`src/rtl/cs_match_pkg.sv`:
```
package cs_match_pkg;

    // Lookup sequencer states
    typedef enum logic [1:0] {
        ST_IDLE  = 2'd0,
        ST_MATCH = 2'd1,
        ST_SUBST = 2'd2,
        ST_RESP  = 2'd3
    } lkp_state_e;

    // Address bits below this position never take part in a compare
    localparam int ALIGN_LSB = 8;

    // Spare-control field anchors: swap flag at SWAP_LSB + 2c, failed rank at BAD_LSB + 4c
    localparam int SWAP_LSB = 1;
    localparam int SWAP_STEP = 2;
    localparam int BAD_LSB = 4;
    localparam int BAD_STEP = 4;

endpackage

```
`src/rtl/cs_reg_bank.sv`:
```
module cs_reg_bank #(
    parameter int NUM_CHAN = 2,
    parameter int NUM_CS   = 8,
    parameter int REG_W    = 32,
    parameter int CS_W     = 3,
    parameter int CH_W     = 1,
    parameter int AW       = 6
) (
    input  logic                            clk,
    input  logic                            rst_n,
    input  logic                            wr_allow,
    input  logic                            wr_en,
    input  logic [AW-1:0]                   wr_addr,
    input  logic [REG_W-1:0]                wr_data,
    input  logic [CH_W-1:0]                 rd_chan,
    output logic [NUM_CS-1:0][REG_W-1:0]    rd_bases,
    output logic [NUM_CS/2-1:0][REG_W-1:0]  rd_masks,
    output logic [REG_W-1:0]                spare_word
);

    localparam int PAIRS = NUM_CS / 2;

    logic [NUM_CS-1:0][REG_W-1:0] base_q [NUM_CHAN];
    logic [PAIRS-1:0][REG_W-1:0]  mask_q [NUM_CHAN];
    logic [REG_W-1:0]             spare_q;

    logic            wr_is_spare;
    logic            wr_is_mask;
    logic [CH_W-1:0] wr_chan;
    logic [CS_W-1:0] wr_cs;
    logic [CS_W-2:0] wr_pair;

    assign wr_is_spare = wr_addr[AW-1];
    assign wr_is_mask  = wr_addr[CS_W];
    assign wr_chan     = wr_addr[CS_W+1 +: CH_W];
    assign wr_cs       = wr_addr[CS_W-1:0];
    assign wr_pair     = wr_addr[CS_W-2:0];

    always_ff @(posedge clk or negedge rst_n) begin
        if (!rst_n) begin
            for (int c = 0; c < NUM_CHAN; c++) begin
                base_q[c] <= '0;
                mask_q[c] <= '0;
            end
            spare_q <= '0;
        end else if (wr_en && wr_allow) begin
            if (wr_is_spare) begin
                spare_q <= wr_data;
            end else if (!wr_is_mask) begin
                base_q[wr_chan][wr_cs] <= wr_data;
            end else begin
                mask_q[wr_chan][wr_pair] <= wr_data;
            end
        end
    end

    assign rd_bases   = base_q[rd_chan];
    assign rd_masks   = mask_q[rd_chan];
    assign spare_word = spare_q;

    AST_BUSY_WRITE_DROPPED: assert property (@(posedge clk) disable iff (!rst_n)
        !wr_allow |=> ($stable(spare_q) && $stable(rd_bases) && $stable(rd_masks)));

    AST_SPARE_WRITE_LANDS: assert property (@(posedge clk) disable iff (!rst_n)
        (wr_en && wr_allow && wr_is_spare) |=> (spare_q == $past(wr_data)));

endmodule

```
`src/rtl/cs_hit_vector.sv`:
```
module cs_hit_vector #(
    parameter int          NUM_CS   = 8,
    parameter int          REG_W    = 32,
    parameter logic [31:0] CMP_MASK = 32'h1FF8_3FE0
) (
    input  logic [REG_W-1:0]               key,
    input  logic [NUM_CS-1:0][REG_W-1:0]   bases,
    input  logic [NUM_CS/2-1:0][REG_W-1:0] masks,
    output logic [NUM_CS-1:0]              hit_vec,
    output logic [NUM_CS-1:0]              spare_vec
);

    localparam logic [REG_W-1:0] KEEP = REG_W'(CMP_MASK);

    for (genvar n = 0; n < NUM_CS; n++) begin : g_cs
        logic [REG_W-1:0] diff;
        assign diff         = (key ^ bases[n]) & ~masks[n/2] & KEEP;
        assign hit_vec[n]   = bases[n][0] && (diff == '0);
        assign spare_vec[n] = bases[n][1];
    end

endmodule

```
`src/rtl/cs_first_pick.sv`:
```
module cs_first_pick #(
    parameter int N  = 8,
    parameter int IW = 3
) (
    input  logic [N-1:0]  vec,
    output logic          any,
    output logic [IW-1:0] idx
);

    always_comb begin
        idx = '0;
        for (int i = N - 1; i >= 0; i--) begin
            if (vec[i]) begin
                idx = IW'(i);
            end
        end
        any = |vec;
    end

endmodule

```
`src/rtl/cs_rank_matcher.sv`:
```
module cs_rank_matcher
    import cs_match_pkg::*;
#(
    parameter int          NUM_CHAN = 2,
    parameter int          NUM_CS   = 8,
    parameter int          REG_W    = 32,
    parameter logic [31:0] CMP_MASK = 32'h1FF8_3FE0,
    localparam int         CS_W     = $clog2(NUM_CS),
    localparam int         CH_W     = (NUM_CHAN > 1) ? $clog2(NUM_CHAN) : 1,
    localparam int         AW       = CH_W + CS_W + 2,
    localparam int         ADDR_W   = REG_W + ALIGN_LSB,
    localparam int         DIMM_W   = CS_W - 1
) (
    input  logic              clk,
    input  logic              rst_n,
    input  logic              wr_en,
    input  logic [AW-1:0]     wr_addr,
    input  logic [REG_W-1:0]  wr_data,
    input  logic              req_valid,
    input  logic [CH_W-1:0]   req_chan,
    input  logic [ADDR_W-1:0] req_addr,
    output logic              ready,
    output logic              rsp_valid,
    output logic              rsp_found,
    output logic [CS_W-1:0]   rsp_cs,
    output logic [DIMM_W-1:0] rsp_dimm
);

    lkp_state_e state_q, state_d;

    logic [CH_W-1:0]  chan_q;
    logic [REG_W-1:0] key_q;
    logic             hit_any_q;
    logic [CS_W-1:0]  hit_idx_q;
    logic             found_q;
    logic [CS_W-1:0]  cs_q;

    logic [NUM_CS-1:0][REG_W-1:0]   cur_bases;
    logic [NUM_CS/2-1:0][REG_W-1:0] cur_masks;
    logic [REG_W-1:0]               spare_word;
    logic [NUM_CS-1:0]              hit_vec;
    logic [NUM_CS-1:0]              spare_vec;
    logic                           pick_any;
    logic [CS_W-1:0]                pick_idx;
    logic                           spare_any;
    logic [CS_W-1:0]                spare_idx;
    logic [NUM_CHAN-1:0]            swap_by_chan;
    logic [NUM_CHAN-1:0][CS_W-1:0]  bad_by_chan;
    logic                           redirect;

    // ---------------- register storage ----------------
    cs_reg_bank #(
        .NUM_CHAN (NUM_CHAN),
        .NUM_CS   (NUM_CS),
        .REG_W    (REG_W),
        .CS_W     (CS_W),
        .CH_W     (CH_W),
        .AW       (AW)
    ) u_regs (
        .clk        (clk),
        .rst_n      (rst_n),
        .wr_allow   (ready),
        .wr_en      (wr_en),
        .wr_addr    (wr_addr),
        .wr_data    (wr_data),
        .rd_chan    (chan_q),
        .rd_bases   (cur_bases),
        .rd_masks   (cur_masks),
        .spare_word (spare_word)
    );

    // ---------------- compare and priority ----------------
    cs_hit_vector #(
        .NUM_CS   (NUM_CS),
        .REG_W    (REG_W),
        .CMP_MASK (CMP_MASK)
    ) u_hits (
        .key       (key_q),
        .bases     (cur_bases),
        .masks     (cur_masks),
        .hit_vec   (hit_vec),
        .spare_vec (spare_vec)
    );

    cs_first_pick #(.N(NUM_CS), .IW(CS_W)) u_pick_hit (
        .vec (hit_vec),
        .any (pick_any),
        .idx (pick_idx)
    );

    cs_first_pick #(.N(NUM_CS), .IW(CS_W)) u_pick_spare (
        .vec (spare_vec),
        .any (spare_any),
        .idx (spare_idx)
    );

    // ---------------- per-channel spare-control fields ----------------
    for (genvar c = 0; c < NUM_CHAN; c++) begin : g_spare_fields
        assign swap_by_chan[c] = spare_word[SWAP_LSB + SWAP_STEP * c];
        assign bad_by_chan[c]  = spare_word[BAD_LSB + BAD_STEP * c +: CS_W];
    end

    assign redirect = hit_any_q && swap_by_chan[chan_q]
                      && (hit_idx_q == bad_by_chan[chan_q]) && spare_any;

    // ---------------- state register ----------------
    always_ff @(posedge clk or negedge rst_n) begin
        if (!rst_n) begin
            state_q <= ST_IDLE;
        end else begin
            state_q <= state_d;
        end
    end

    // ---------------- next state ----------------
    always_comb begin
        state_d = state_q;
        unique case (state_q)
            ST_IDLE:  if (req_valid) state_d = ST_MATCH;
            ST_MATCH: state_d = ST_SUBST;
            ST_SUBST: state_d = ST_RESP;
            ST_RESP:  state_d = ST_IDLE;
            default:  state_d = ST_IDLE;
        endcase
    end

    // ---------------- datapath registers ----------------
    always_ff @(posedge clk or negedge rst_n) begin
        if (!rst_n) begin
            chan_q    <= '0;
            key_q     <= '0;
            hit_any_q <= 1'b0;
            hit_idx_q <= '0;
            found_q   <= 1'b0;
            cs_q      <= '0;
        end else begin
            if (state_q == ST_IDLE && req_valid) begin
                chan_q <= req_chan;
                key_q  <= req_addr[ALIGN_LSB +: REG_W];
            end
            if (state_q == ST_MATCH) begin
                hit_any_q <= pick_any;
                hit_idx_q <= pick_idx;
            end
            if (state_q == ST_SUBST) begin
                found_q <= hit_any_q;
                if (!hit_any_q) begin
                    cs_q <= '0;
                end else if (redirect) begin
                    cs_q <= spare_idx;
                end else begin
                    cs_q <= hit_idx_q;
                end
            end
        end
    end

    // ---------------- outputs ----------------
    always_comb begin
        ready     = (state_q == ST_IDLE);
        rsp_valid = (state_q == ST_RESP);
        rsp_found = found_q;
        rsp_cs    = cs_q;
        rsp_dimm  = cs_q[CS_W-1:1];
    end

    // ---------------- assertions ----------------
    AST_RSP_SINGLE_CYCLE: assert property (@(posedge clk) disable iff (!rst_n)
        rsp_valid |=> !rsp_valid);

    AST_RSP_LATENCY: assert property (@(posedge clk) disable iff (!rst_n)
        rsp_valid |-> $past(ready && req_valid, 3));

    AST_BUSY_AFTER_ACCEPT: assert property (@(posedge clk) disable iff (!rst_n)
        (ready && req_valid) |=> !ready);

    AST_MISS_ZERO: assert property (@(posedge clk) disable iff (!rst_n)
        (rsp_valid && !rsp_found) |-> (rsp_cs == '0 && rsp_dimm == '0));

    AST_FOUND_IS_LIVE: assert property (@(posedge clk) disable iff (!rst_n)
        (rsp_valid && rsp_found) |-> (cur_bases[rsp_cs][0] || cur_bases[rsp_cs][1]));

    AST_REDIRECT_TO_SPARE: assert property (@(posedge clk) disable iff (!rst_n)
        (state_q == ST_SUBST && redirect) |=> cur_bases[rsp_cs][1]);

endmodule

```
`config.mk`:
```
export PLATFORM = sky130hd
export DESIGN_NAME = cs_rank_matcher
export DESIGN_NICKNAME = d
export VERILOG_FILES = /design/src/rtl/cs_match_pkg.sv /design/src/rtl/cs_reg_bank.sv /design/src/rtl/cs_hit_vector.sv /design/src/rtl/cs_first_pick.sv /design/src/rtl/cs_rank_matcher.sv
export SDC_FILE = /design/constraint.sdc
export NUM_CORES = 1
export LEC_CHECK = 0
export BUFFER_PORTS_ARGS = -buffer_cell sky130_fd_sc_hd__buf_2
export CAP_MARGIN = 20
export CORE_MARGIN = 3
export CORE_UTILIZATION = 35
export DETAILED_ROUTE_END_ITERATION = 10
export SYNTH_ARGS = -nofsm -noshare
export SYNTH_HDL_FRONTEND = slang
export SYNTH_SLANG_ARGS = --single-unit
```
`constraint.sdc`:
```
create_clock -name clk -period 2.35 [get_ports clk]
set_input_delay 0.1175 -clock clk [delete_from_list [all_inputs] [get_ports clk]]
set_output_delay 0.1175 -clock clk [all_outputs]
set_load 0.05 [all_outputs]
```
-- After elaboration in Yosys (flattened, before gate mapping)
Cells that the tools add are included.
- reduce and logical (&&, ||, !) cells: 30
- equal/unequal tests: 5
- bitwise operators: 24
- magnitude comparators: 8
- mux-type cells: 40
- operator list (kind ; count):
    $mux 253 ; 3
    $bwmux 512 ; 1
    $mux 125 ; 3
    $bwmux 256 ; 1
    $demux 256 s1 ; 1
    $logic_not 32->1 ; 8
    $mux 256 ; 1
    $and 29x29->29 ; 8
    $xor 29x29->29 ; 8
    $demux 128 s1 ; 1
    $mux 128 ; 1
    $not 29->29 ; 4
    $demux 32 s3 ; 1
    $demux 32 s2 ; 1
    $mux 32 ; 2
    $mux 3 ; 20
    $logic_and 1x1->1 ; 16
    $reduce_or 8->1 ; 2
    $pmux 2 s4 ; 1
    $reduce_and 3->1 ; 2
    $eq 2x2->1 const B ; 2
    $ge 2x2->1 const B ; 2
    $lt 3x4->1 const B ; 1
    $not 1->2 ; 2
    other kinds (13) ; 15
- input port bits: 83
- word-level logic and storage cells: 139
- output and inout port bits: 8
- register bits after elaboration: 819

-- Logic depth before layout (Yosys ltp)
Gate-level depths: netlist of the first run.
- word-level depth: 16
- depth in mapped cells: 10
- mapped depth without buffers: 8

-- Cells and area by module
Synthesis of the first run repeated with hierarchy kept, for this count alone.
- cells, all modules: 2662
- area, all modules: 38834.7 sq um
- by module, submodules not included (module ; sequential area each (sq um) ; instances ; cells an instance ; area an instance (sq um)):
    cs_reg_bank ; 20019.2 ; 1 ; 2215 ; 34635.7
    cs_hit_vector ; 0.0 ; 1 ; 296 ; 2219.6
    cs_rank_matcher ; 1076.0 ; 1 ; 125 ; 1816.7
    cs_first_pick ; 0.0 ; 2 ; 13 ; 81.3

-- Worst setup path after synthesis of the first run
Ideal clock, no wire load.
- path type: register to register
- from: register state_q[0]
- to: register u_regs.base_q[257] (netlist bit)
- data arrival time: 2.743 ns
- setup slack: -0.518 ns
- path buffers: 1
- setup time: 0.125 ns
- data required time: 2.225 ns
- stages on the path, launching flop included: 9
- period minus slack after synthesis: 2.868 ns
- cell sequence: dfrtp_1 inv_1 ha_1 nand2_1 nor3_1 or3b_2 nor3_1 buf_2 mux2_2
- word-level cells in the longest chain between the ends: 3
- ends and longest elaborated chain (element ; line ; text):
    start: declaration ; cs_rank_matcher.sv:29 ; lkp_state_e state_q, state_d;
    start signal: assignment ; cs_rank_matcher.sv:111 ; state_q <= state_d;
    $logic_not 2->1 ; cs_rank_matcher.sv:160 ; ready = (state_q == ST_IDLE);
    net ready ; cs_rank_matcher.sv:22 ; output logic ready,
    $logic_and 1x1->1 ; cs_reg_bank.sv:46 ; end else if (wr_en && wr_allow) begin
    $reduce_and 3->1 (no line) ; n/a ;
    end signal: indexed assignment ; cs_reg_bank.sv:50 ; base_q[wr_chan][wr_cs] <= wr_data;
    end: declaration ; cs_reg_bank.sv:23 ; logic [NUM_CS-1:0][REG_W-1:0] base_q [NUM_CHAN];
The timed path passes the listed nets, and every way through them passes these cells.
A chain may end at the register's enable or synchronous reset.

-- Worst setup path in the final report of the first run
- from: register state_q[1]
- to: register u_regs.base_q[277] (netlist bit)
- word-level cells in the longest chain between the ends: 3
- ends and longest elaborated chain (element ; line):
    $logic_not 2->1 ; cs_rank_matcher.sv:160
    $logic_and 1x1->1 ; cs_reg_bank.sv:46
    $reduce_and 3->1 (no line) ; n/a
Every way passes these cells.

==> results of run 1 <==
-- flip-flops by register name, indices dropped and copies added (netlist names) --
name               cells
rsp_found              1
hit_any_q              1
hit_idx_q              3
u_regs.spare_word      8
chan_q                 1
rsp_cs                 3
u_regs.base_q        336
u_regs.mask_q        152
state_q                2
key_q                 19
-- where the power goes --
group,internal [µW],switching (µW)
combinational,6410,6410
clock,5640,3750
sequential,10800,1460
total,22900,11600
-- layout make-up --
cell class / count / area share [%]
multi-input cells: 1185 / 37.3
inverters: 14 / 0.187
clock inverters: 18 / 0.763
well taps: 931 / 3.86
flip-flops and latches: 526 / 43.6
clock buffers: 89 / 5.80
diodes: 3 / 0.0249
repair buffers: 251 / 8.39
-- worst register-to-register path: stages (launching register included) --
cell and delay (ns):
dfrtp_1 0.41, inv_2 0.11, ha_4 0.19, nand2_4 0.07, nor3_4 0.16, or3b_4 0.44, nor3_4 0.22, buf_6 0.14
buf_6 0.13, clkbuf_16 0.17, mux2_4 0.30
-- cells by family after synthesis --
kind of cell / synth area share [%]
AOI/OAI and AO/OA: 5.49
muxes: 23.9
xor gates and xnor gates: 11.0
and+or+nand+nor: 3.00
buffers and inverters: 2.66
adders and majority gates: 0.204
DFF: 53.8
-- metal layers --
| layer | wire length [µm] | vias up | part of all wire, % | GRT usage (%) |
|---|---|---|---|---|
| li1 | - | 6984 | - | - |
| met1 | 33700 | 8564 | 45 | 28.0 |
| met2 | 35200 | 462 | 47 | 32.1 |
| met3 | 4010 | 120 | 5.4 | 2.79 |
| met4 | 1750 | 2 | 2.3 | 5.31 |
| met5 | 13 | - | 0.017 | 0 |
-- path summary, 6_finish.rpt --
path	end	slack [ns]	start	cells after the start
min in group clk	u_regs.base_q[481]	0.09	wr_addr[4]	5
worst min-delay path	u_regs.base_q[310]	0.002	rst_n	2
worst max register to register	u_regs.base_q[277]	-0.10	state_q[1]	10
max in group asynchronous	u_regs.base_q[103]	1.43	rst_n	4
worst min register to register	u_regs.base_q[192]	0.50	u_regs.base_q[192]	1
worst max-delay path	u_regs.base_q[277]	-0.10	state_q[1]	10
-- through the flow --
stage                     total power (µW)  std cells  utilization (%)  instance area [µm²]
after CTS                            33900       2980             42.5                29300
after global routing                 36000       3015             43.7                30200
after detailed placement             24000       2836             38.8                26800
after global placement               23800       2836             38.8                26800
final                                34500       3017             43.8                30200
after floorplan                      19500       1856                -                24500
-- Yosys cell counts, types with 4 or more instances --
| cell type | n | area (µm²) |
|---|---|---|
| xnor2_1 | 306 | 2680 |
| o211ai_1 | 13 | 97.6 |
| nand2_1 | 25 | 93.8 |
| nor4_1 | 27 | 169 |
| inv_1 | 14 | 52.6 |
| buf_4 | 9 | 67.6 |
| dfrtp_1 | 526 | 13200 |
| or4_1 | 6 | 45.0 |
| nor2_1 | 44 | 165 |
| clkbuf_1 | 75 | 282 |
| nor3_1 | 17 | 85.1 |
| o21ai_0 | 30 | 150 |
| mux2_2 | 515 | 5800 |
| nand3_1 | 8 | 40.0 |
| buf_2 | 41 | 205 |
| o22a_1 | 5 | 43.8 |
| o22ai_1 | 122 | 763 |
| nand2b_1 | 5 | 31.3 |
| a21oi_1 | 10 | 50.1 |
| o221ai_1 | 6 | 52.6 |
| mux2i_1 | 5 | 50.1 |
| ha_1 | 4 | 50.1 |
-- timing repair --
| action | in CTS | in global routing |
|---|---|---|
| resized for setup | 32 | 113 |
| buffers inserted | 11 | 27 |
| endpoints found under the setup margin | 32 | 90 |
| pin swaps | 8 | 18 |
| gates cloned | 1 | 8 |
| hold endpoints to repair | 510 | 0 |
| hold buffers | 25 | 0 |
==> run metrics, run 1 <==
H-tree levels=2; GR Util All Layers=19.8%; Synth Net Count=1,943; DRT iter0 DRCs=1,255; Max transition margin=40.2%; CTS Buffer Depth=3; min Tclk post-route=2.45 ns; cell breakdown of the critical path=inv_2 > ha_4 > nand2_4 > nor3_4 > or3b_4 > nor3_4 > buf_6 > buf_6 > clkbuf_16 > mux2_4; most frequent cells in the layout=dfrtp_1, mux2_2, xnor2_1; startpoint types=flip-flop; Final period util=104%; routed via count=16,132; Worst Hold Slack=0.00236 ns; clock latency on the worst-skew pair=0.62 ns; MaxCap Viol Count=0; Pins Over Slew Limit=0; Initial Utilization=35.5%; wirelength, routed=74,600 µm; post-synth cell types=50; Crit. End Element=flip-flop; drt pass-1 iters=5; status=finished, violations left; clk root buf=clkbuf_16; drt drc=0; leak pwr=0.0135 µW; multi-input combinational cell area=0.0113 mm²; fill count=6,269; number of global-route vias before repair=16,566; clk sink count=526; synthesized cell area=0.0245 mm²; Avg WL per Cell=24.7 µm; vias per inst=5.35; WP buf/inv=4; asr flop ratio synth=100%; area taken by flip-flops and latches=0.0132 mm²; HP Class=in2async; Arrival @ worst endpoint=2.96 ns; Final Wtd Congestion=0.857; VDD IR max=0.000922 V; share of the yosys chip area belonging to registers=53.8%; Fmax=0.408 GHz; Crit Path Max Fanout=5; CP required=2.86 ns; CTS clock-pin slew for the worst setup and hold paths=0.06 ns; GR Overflow Total=0; worst slack, placed=-0.405 ns; CTS tree=yes; Layout Nets=2,122; port bufs=60; setup slack after layout=-0.101 ns; post-route ant nets=0; core area=0.0689 mm²; Seq cells post-synth=526; share of layout cells above drive strength 1=42.8%; Top FF cell, synth=dfrtp_1; final setup TNS=-2.04 ns; Pwr per Cell Area=1140 mW/mm²; number of flops mapped to enable cells by yosys=0; Synth Warn #=0; failing checks=negative setup slack; largest net degree at the start of global routing=81; slowest cell delay on critical path=0.43 ns; worst-margin pin slew=0.886 ns; row count=96; final hold vios=0; detailed placement HPWL=46,000 µm; initial antenna violation count=4; Die Width=271 µm; Top Family by Delay on Critical Path=simple AND/OR/NAND/NOR gates; Syn Area/Cell=13.2 µm²; Worst path slowest cell=or3b_4; Layout area overhead=23.2%; IO Pins=91; Crit Path Class=reg2reg; Cells after Synth=1,856; most common cell after layout, fill and taps aside=dfrtp_1; Fin Clk Skew=0.0219 ns; die footprint=0.0732 mm²; first-pass GRT wire length=110,000 µm; Inserted Clock Buffers=57; RSZ-0062 raised after global routing=true; height of the die=271 µm; Setup violations, final=54
Power figures use the tool's default switching activity.
==> inputs of run 2 (changes only) <==
--- a/config.mk
+++ b/config.mk
@@ -12,4 +12,5 @@
 export DETAILED_ROUTE_END_ITERATION = 10
 export SYNTH_ARGS = -nofsm -noshare
 export SYNTH_HDL_FRONTEND = slang
+export SYNTH_HIERARCHICAL = 1
 export SYNTH_SLANG_ARGS = --single-unit
==> run 2 against run 1 <==
Net effect: the run still ends with negative setup slack left; clock skew fell by 0.0060 ns; largest power group unchanged; critical path depth rose by 2; final cell count fell by 1.5%; sequential power fell by 3%; cell area rose by 1.8%; hold slack improved by 0.034 ns; count of clock-buffer cells in the layout did not move; highest routed layer is now met4; core utilization fell by 1.2 points.
==> run metrics, run 2 <==
failing checks=negative setup slack; Worst Hold Slack=0.0367 ns; clk sink count=526; VDD IR max=0.000638 V; most frequent cells in the layout=mux2_2, dfrtp_1, xnor2_1; Util after Layout=42.6%; startpoint types=flip-flop; drt pass-1 iters=5; DRT iter0 DRCs=891; Syn Area/Cell=13.8 µm²; H-tree levels=2; port bufs=60; CTS Buffer Depth=3; Layout Nets=2,064; Fmax=0.339 GHz; Worst R2R Path Depth=12; most common cell after layout, fill and taps aside=mux2_2; Die Width=277 µm; core area=0.0721 mm²; Final period util=125%; GR Overflow Total=0; worst-margin pin slew=0.664 ns; MaxCap Viol Count=0; min Tclk post-route=2.95 ns; final hold vios=0; Regs by FF count=u_regs/base_q: 336 flops, u_regs/mask_q: 152 flops, key_q: 19 flops; initial antenna violation count=6; Synth Warn #=6; clock latency on the worst-skew pair=0.62 ns; drt drc=0; Setup violations, final=7; first-pass GRT wire length=108,000 µm; synthesized cell area=0.0257 mm²; FF-to-FF setup slack=-0.60 ns; Crit. End Element=flip-flop; HP Class=in2reg; final setup TNS=-2.93 ns; Largest register FFs=336; Final Wtd Congestion=0.847; Max transition margin=55.7%; Inserted Clock Buffers=56; Initial Utilization=35.6%; Fin Clk Skew=0.0159 ns; vias per inst=5.17; setup slack after layout=-0.598 ns; Worst Min Path Start=wr_data[1]; largest register by flop count=u_regs/base_q; clk root buf=clkbuf_16; status=finished, violations left; largest net degree at the start of global routing=76; number of global-route vias before repair=16,627; Crit Path Max Fanout=8; # diodes=0; CTS clock-pin slew for the worst setup and hold paths=0.06 ns; Pwr per Cell Area=1090 mW/mm²; routed via count=15,353; Cells after Synth=1,866; Arrival @ worst endpoint=3.44 ns; CTS tree=yes; WHS Endpoint=u_regs/base_q[65]; GR Util All Layers=18.2%; Pins Over Slew Limit=0; Crit Path Class=reg2reg; wirelength, routed=71,100 µm; post-route ant nets=0; height of the die=277 µm; die footprint=0.0766 mm²; worst r2r dst=hit_idx_q[2]; Critical Path Source=chan_q; RSZ-0062 raised after global routing=true; Layout area overhead=19.6%; CP required=2.84 ns; Synth Net Count=1,953; reg2reg start=chan_q; row count=98; hold path depth=2; IO Pins=91; detailed placement HPWL=45,600 µm; leak pwr=0.0146 µW; Avg WL per Cell=23.9 µm; share of layout cells above drive strength 1=57.1%
[run 2: worst max path at each step]
stage / slack, ns / depth (start not counted) / endpoint
finish: -0.60 / 12 / hit_idx_q[2]
global route: -0.64 / 12 / hit_idx_q[2]
CTS: -0.56 / 12 / hit_idx_q[2]
detailed placement: -0.67 / 10 / hit_any_q
global placement: -0.65 / 10 / hit_any_q
floorplan: -0.09 / 11 / hit_idx_q[2]
[run 2: layout make-up]
| cell class | instances | area [µm²] |
|---|---|---|
| Fill cell | 6529 | 41400 |
| Tap cell | 950 | 1190 |
| Clock buffer | 89 | 1690 |
| Timing Repair Buffer | 256 | 2580 |
| Clock inverter | 13 | 133 |
| Sequential cell | 526 | 13200 |
| Inverter | 8 | 30.0 |
| Multi-Input combinational cell | 1129 | 11900 |
[run 2: timing repair]
item | in CTS | in global routing
hold buffers | 24 | 0
resized for setup | 48 | 69
cloned | 2 | 2
setup buffers | 4 | 10
endpoints found under the hold margin | 423 | 0
endpoints found under the setup margin | 7 | 7
pin swaps | 3 | 29
[run 2: critical path, cell delays in order (launching register included)]
cell and delay [ns]:
dfrtp_4 0.50, buf_12 0.17, buf_16 0.16, buf_12 0.14, buf_8 0.13, mux2_4 0.31
xnor2_2 0.20, o22ai_2 0.12, nor4_4 0.33, and4_4 0.29, nor2_2 0.06, and3b_1 0.16
mux2_2 0.26
[run 2: report_power, final]
part	switching (µW)	internal (µW)
clock network	3680	5110
logic	6010	6850
registers	1100	10800
[run 2: through the flow]
| stage | total power, µW | worst slack, ns | area, µm² | std cells |
|---|---|---|---|---|
| floorplan | 19200 | -0.0925 | 25800 | 1866 |
| global placement | 23100 | -0.655 | 27800 | 2828 |
| detailed placement | 23300 | -0.670 | 27800 | 2828 |
| CTS | 32900 | -0.558 | 30200 | 2960 |
| global route | 35000 | -0.638 | 30700 | 2971 |
| finish | 33500 | -0.598 | 30700 | 2971 |
[run 2: metal layers]
| layer | GRT usage [%] | share of wire (%) | up-vias |
|---|---|---|---|
| met5 | 0 | 0 | - |
| met4 | 3.85 | 2.3 | 0 |
| met3 | 2.64 | 3.7 | 101 |
| met2 | 30.5 | 48 | 268 |
| met1 | 25.2 | 46 | 8181 |
| li1 | - | - | 6803 |
==> inputs of run 3 (changes only) <==
--- a/config.mk
+++ b/config.mk
@@ -8,8 +8,11 @@
 export BUFFER_PORTS_ARGS = -buffer_cell sky130_fd_sc_hd__buf_2
 export CAP_MARGIN = 20
 export CORE_MARGIN = 3
-export CORE_UTILIZATION = 35
+export CORE_UTILIZATION = 52
 export DETAILED_ROUTE_END_ITERATION = 10
+export GPL_ROUTABILITY_DRIVEN = 0
+export PLACE_DENSITY = 0.71
+export RECOVER_POWER = 100
 export SYNTH_ARGS = -nofsm -noshare
 export SYNTH_HDL_FRONTEND = slang
 export SYNTH_HIERARCHICAL = 1
==> run 3 against run 2 <==
Net effect: the run ends with max-capacitance violations, max-slew violations, negative setup slack left; non-clock buffer count increased by 3; final cell count down 9.8%; cell area fell by 3.4%; worst setup slack better by 0.086 ns; critical path depth shrank 2; combinational power is 9% lower; flip-flop and latch count did not move; sequential share of layout area is 1.5 points higher; critical path type unchanged; largest power group is now sequential cells.
==> run metrics, run 3 (synthesized netlist as in run 2, its figures left out) <==
metal2 WL=32,200 µm; drt drc=0; Worst path slowest cell=dfrtp_4; share of layout cells above drive strength 1=54.2%; Fin Clk Skew=0.0209 ns; leak pwr=0.0143 µW; Worst Hold Slack=0.0297 ns; post-route ant nets=0; WP buf/inv=2; failing checks=max-capacitance violations, max-slew violations, negative setup slack; H-tree levels=2; GR Util All Layers=25.7%; CP required=2.85 ns; drt pass-1 iters=4; CP dominant cell by count=mux2_2; first-pass GRT wire length=103,000 µm; largest net degree at the start of global routing=119; Top Layer Used=met4; fill count=3,733; min Tclk post-route=2.86 ns; VDD IR max=0.000644 V; Avg WL per Cell=25.1 µm; multi-input combinational cell area=0.0116 mm²; Top Family by Delay on Critical Path=simple AND/OR/NAND/NOR gates; HP Class=in2reg; DRT iter0 DRCs=865; clock latency on the worst-skew pair=0.61 ns; Initial Utilization=53.2%; Pwr per Cell Area=1090 mW/mm²; area taken by flip-flops and latches=0.0132 mm²; clk root buf=clkbuf_16; Crit. End Element=flip-flop; CTS tree=yes; Crit Path Class=reg2reg; routed via count=15,523; Inserted Clock Buffers=56; initial antenna violation count=4; cell breakdown of the critical path=buf_12 > buf_4 > mux2_2 > xnor2_4 > o22ai_2 > nor4_4 > and4_4 > nor2_1 > and3b_1 > mux2_2; Largest register FFs=336; Cell Count, Final, Fillers Out=2,681; wirelength, routed=67,200 µm; detailed placement HPWL=43,600 µm; Max transition margin=-9.66%; height of the die=228 µm; startpoint types=flip-flop; slowest cell delay on critical path=0.50 ns; CTS Buffer Depth=3; GR Overflow Total=0; Util after Layout=61.5%; Arrival @ worst endpoint=3.36 ns; Die Width=228 µm; worst slack, placed=-0.893 ns; Pins Over Slew Limit=119; status=finished, violations left; Regs by FF count=u_regs/base_q: 336 flops, u_regs/mask_q: 152 flops, key_q: 19 flops; core area=0.0482 mm²; setup slack after layout=-0.512 ns; placed instance count=2,534; Setup violations, final=26; final hold vios=0; most frequent cells in the layout=mux2_2, dfrtp_1, xnor2_1; CTS clock-pin slew for the worst setup and hold paths=0.06 ns; Fmax=0.349 GHz; Layout Nets=2,067; MaxCap Viol Count=1; row count=80; vias per inst=5.79; die footprint=0.0521 mm²; clk sink count=526; met1 wire length=30,000 µm; port bufs=60; met3 WL=2550 µm; most common cell after layout, fill and taps aside=mux2_2; Final period util=122%; Layout area overhead=15.5%; number of global-route vias before repair=16,592; largest register by flop count=u_regs/base_q; Crit Path Max Fanout=12; RSZ-0062 raised after global routing=true; worst-margin pin slew=1.64 ns; IO Pins=91
## run 3: cell types whose count changed in the layout (fill, tap and decap cells not counted), sizes merged
cell,before,now
clkinvlp,1,0
bufbuf,1,0
clkbuf,91,129
inv,9,10
buf,229,192
dlygate4sd3,24,26
diode,0,3
clkinv,9,8
## run 3: worst reg2reg max path, cell delays in order (launching register included)
cell	delay, ns
dfrtp_4	0.50
buf_12	0.18
buf_4	0.16
mux2_2	0.38
xnor2_4	0.22
o22ai_2	0.18
nor4_4	0.36
and4_4	0.30
nor2_1	0.06
and3b_1	0.17
mux2_2	0.25
## run 3: final timing paths
kind                               startpoint                 end  slack, ns  cells after the start
max in group asynchronous               rst_n              chan_q       0.27                      3
min reg2reg                u_regs/base_q[211]  u_regs/base_q[211]       0.48                      1
max reg2reg                            chan_q        hit_idx_q[2]      -0.51                     10
max                                    chan_q        hit_idx_q[2]      -0.51                     10
min                                wr_data[0]  u_regs/base_q[128]       0.03                      2
min in group asynchronous               rst_n  u_regs/base_q[301]       0.64                      3
## run 3: final cells by class
type | instances | share of cell area (%)
diodes | 3 | 0.0253
flip-flops and latches | 526 | 44.4
clock buffers | 88 | 5.74
clock inverters | 12 | 0.435
well taps | 656 | 2.77
multi-input cells | 1129 | 39.0
inverters | 8 | 0.101
repair buffers | 259 | 7.52
## run 3: what timing repair did
action                     CTS  global route
hold buffers                26             0
gates resized for setup     18            20
pin swaps                    1             7
setup endpoints to repair    7            22
hold endpoints to repair   567             0
setup buffers                5            10
gates cloned                 0             3
## run 3: per-layer routing
metal | track usage, % | vias up
li1 | - | 6813
met1 | 35.1 | 8253
met2 | 42.5 | 344
met3 | 3.23 | 113
met4 | 8.84 | 0
met5 | 0 | -
## run 3: power breakdown
group	leakage, µW	switching (µW)	internal [µW]
registers	0.00715	1130	10800
clock network	0.000908	3600	5160
logic	0.00620	5470	6330
total	0.0143	10200	22300
## run 3: metrics by stage
step / instance area, µm² / TNS [ns] / total power, µW
CTS: 29600 / -1.81 / 32200
global route: 29600 / -11.67 / 33900
detailed placement: 27400 / -3.43 / 23100
finish: 29700 / -2.55 / 32500
floorplan: 25800 / -0.180 / 19200
global placement: 27400 / -3.12 / 22800
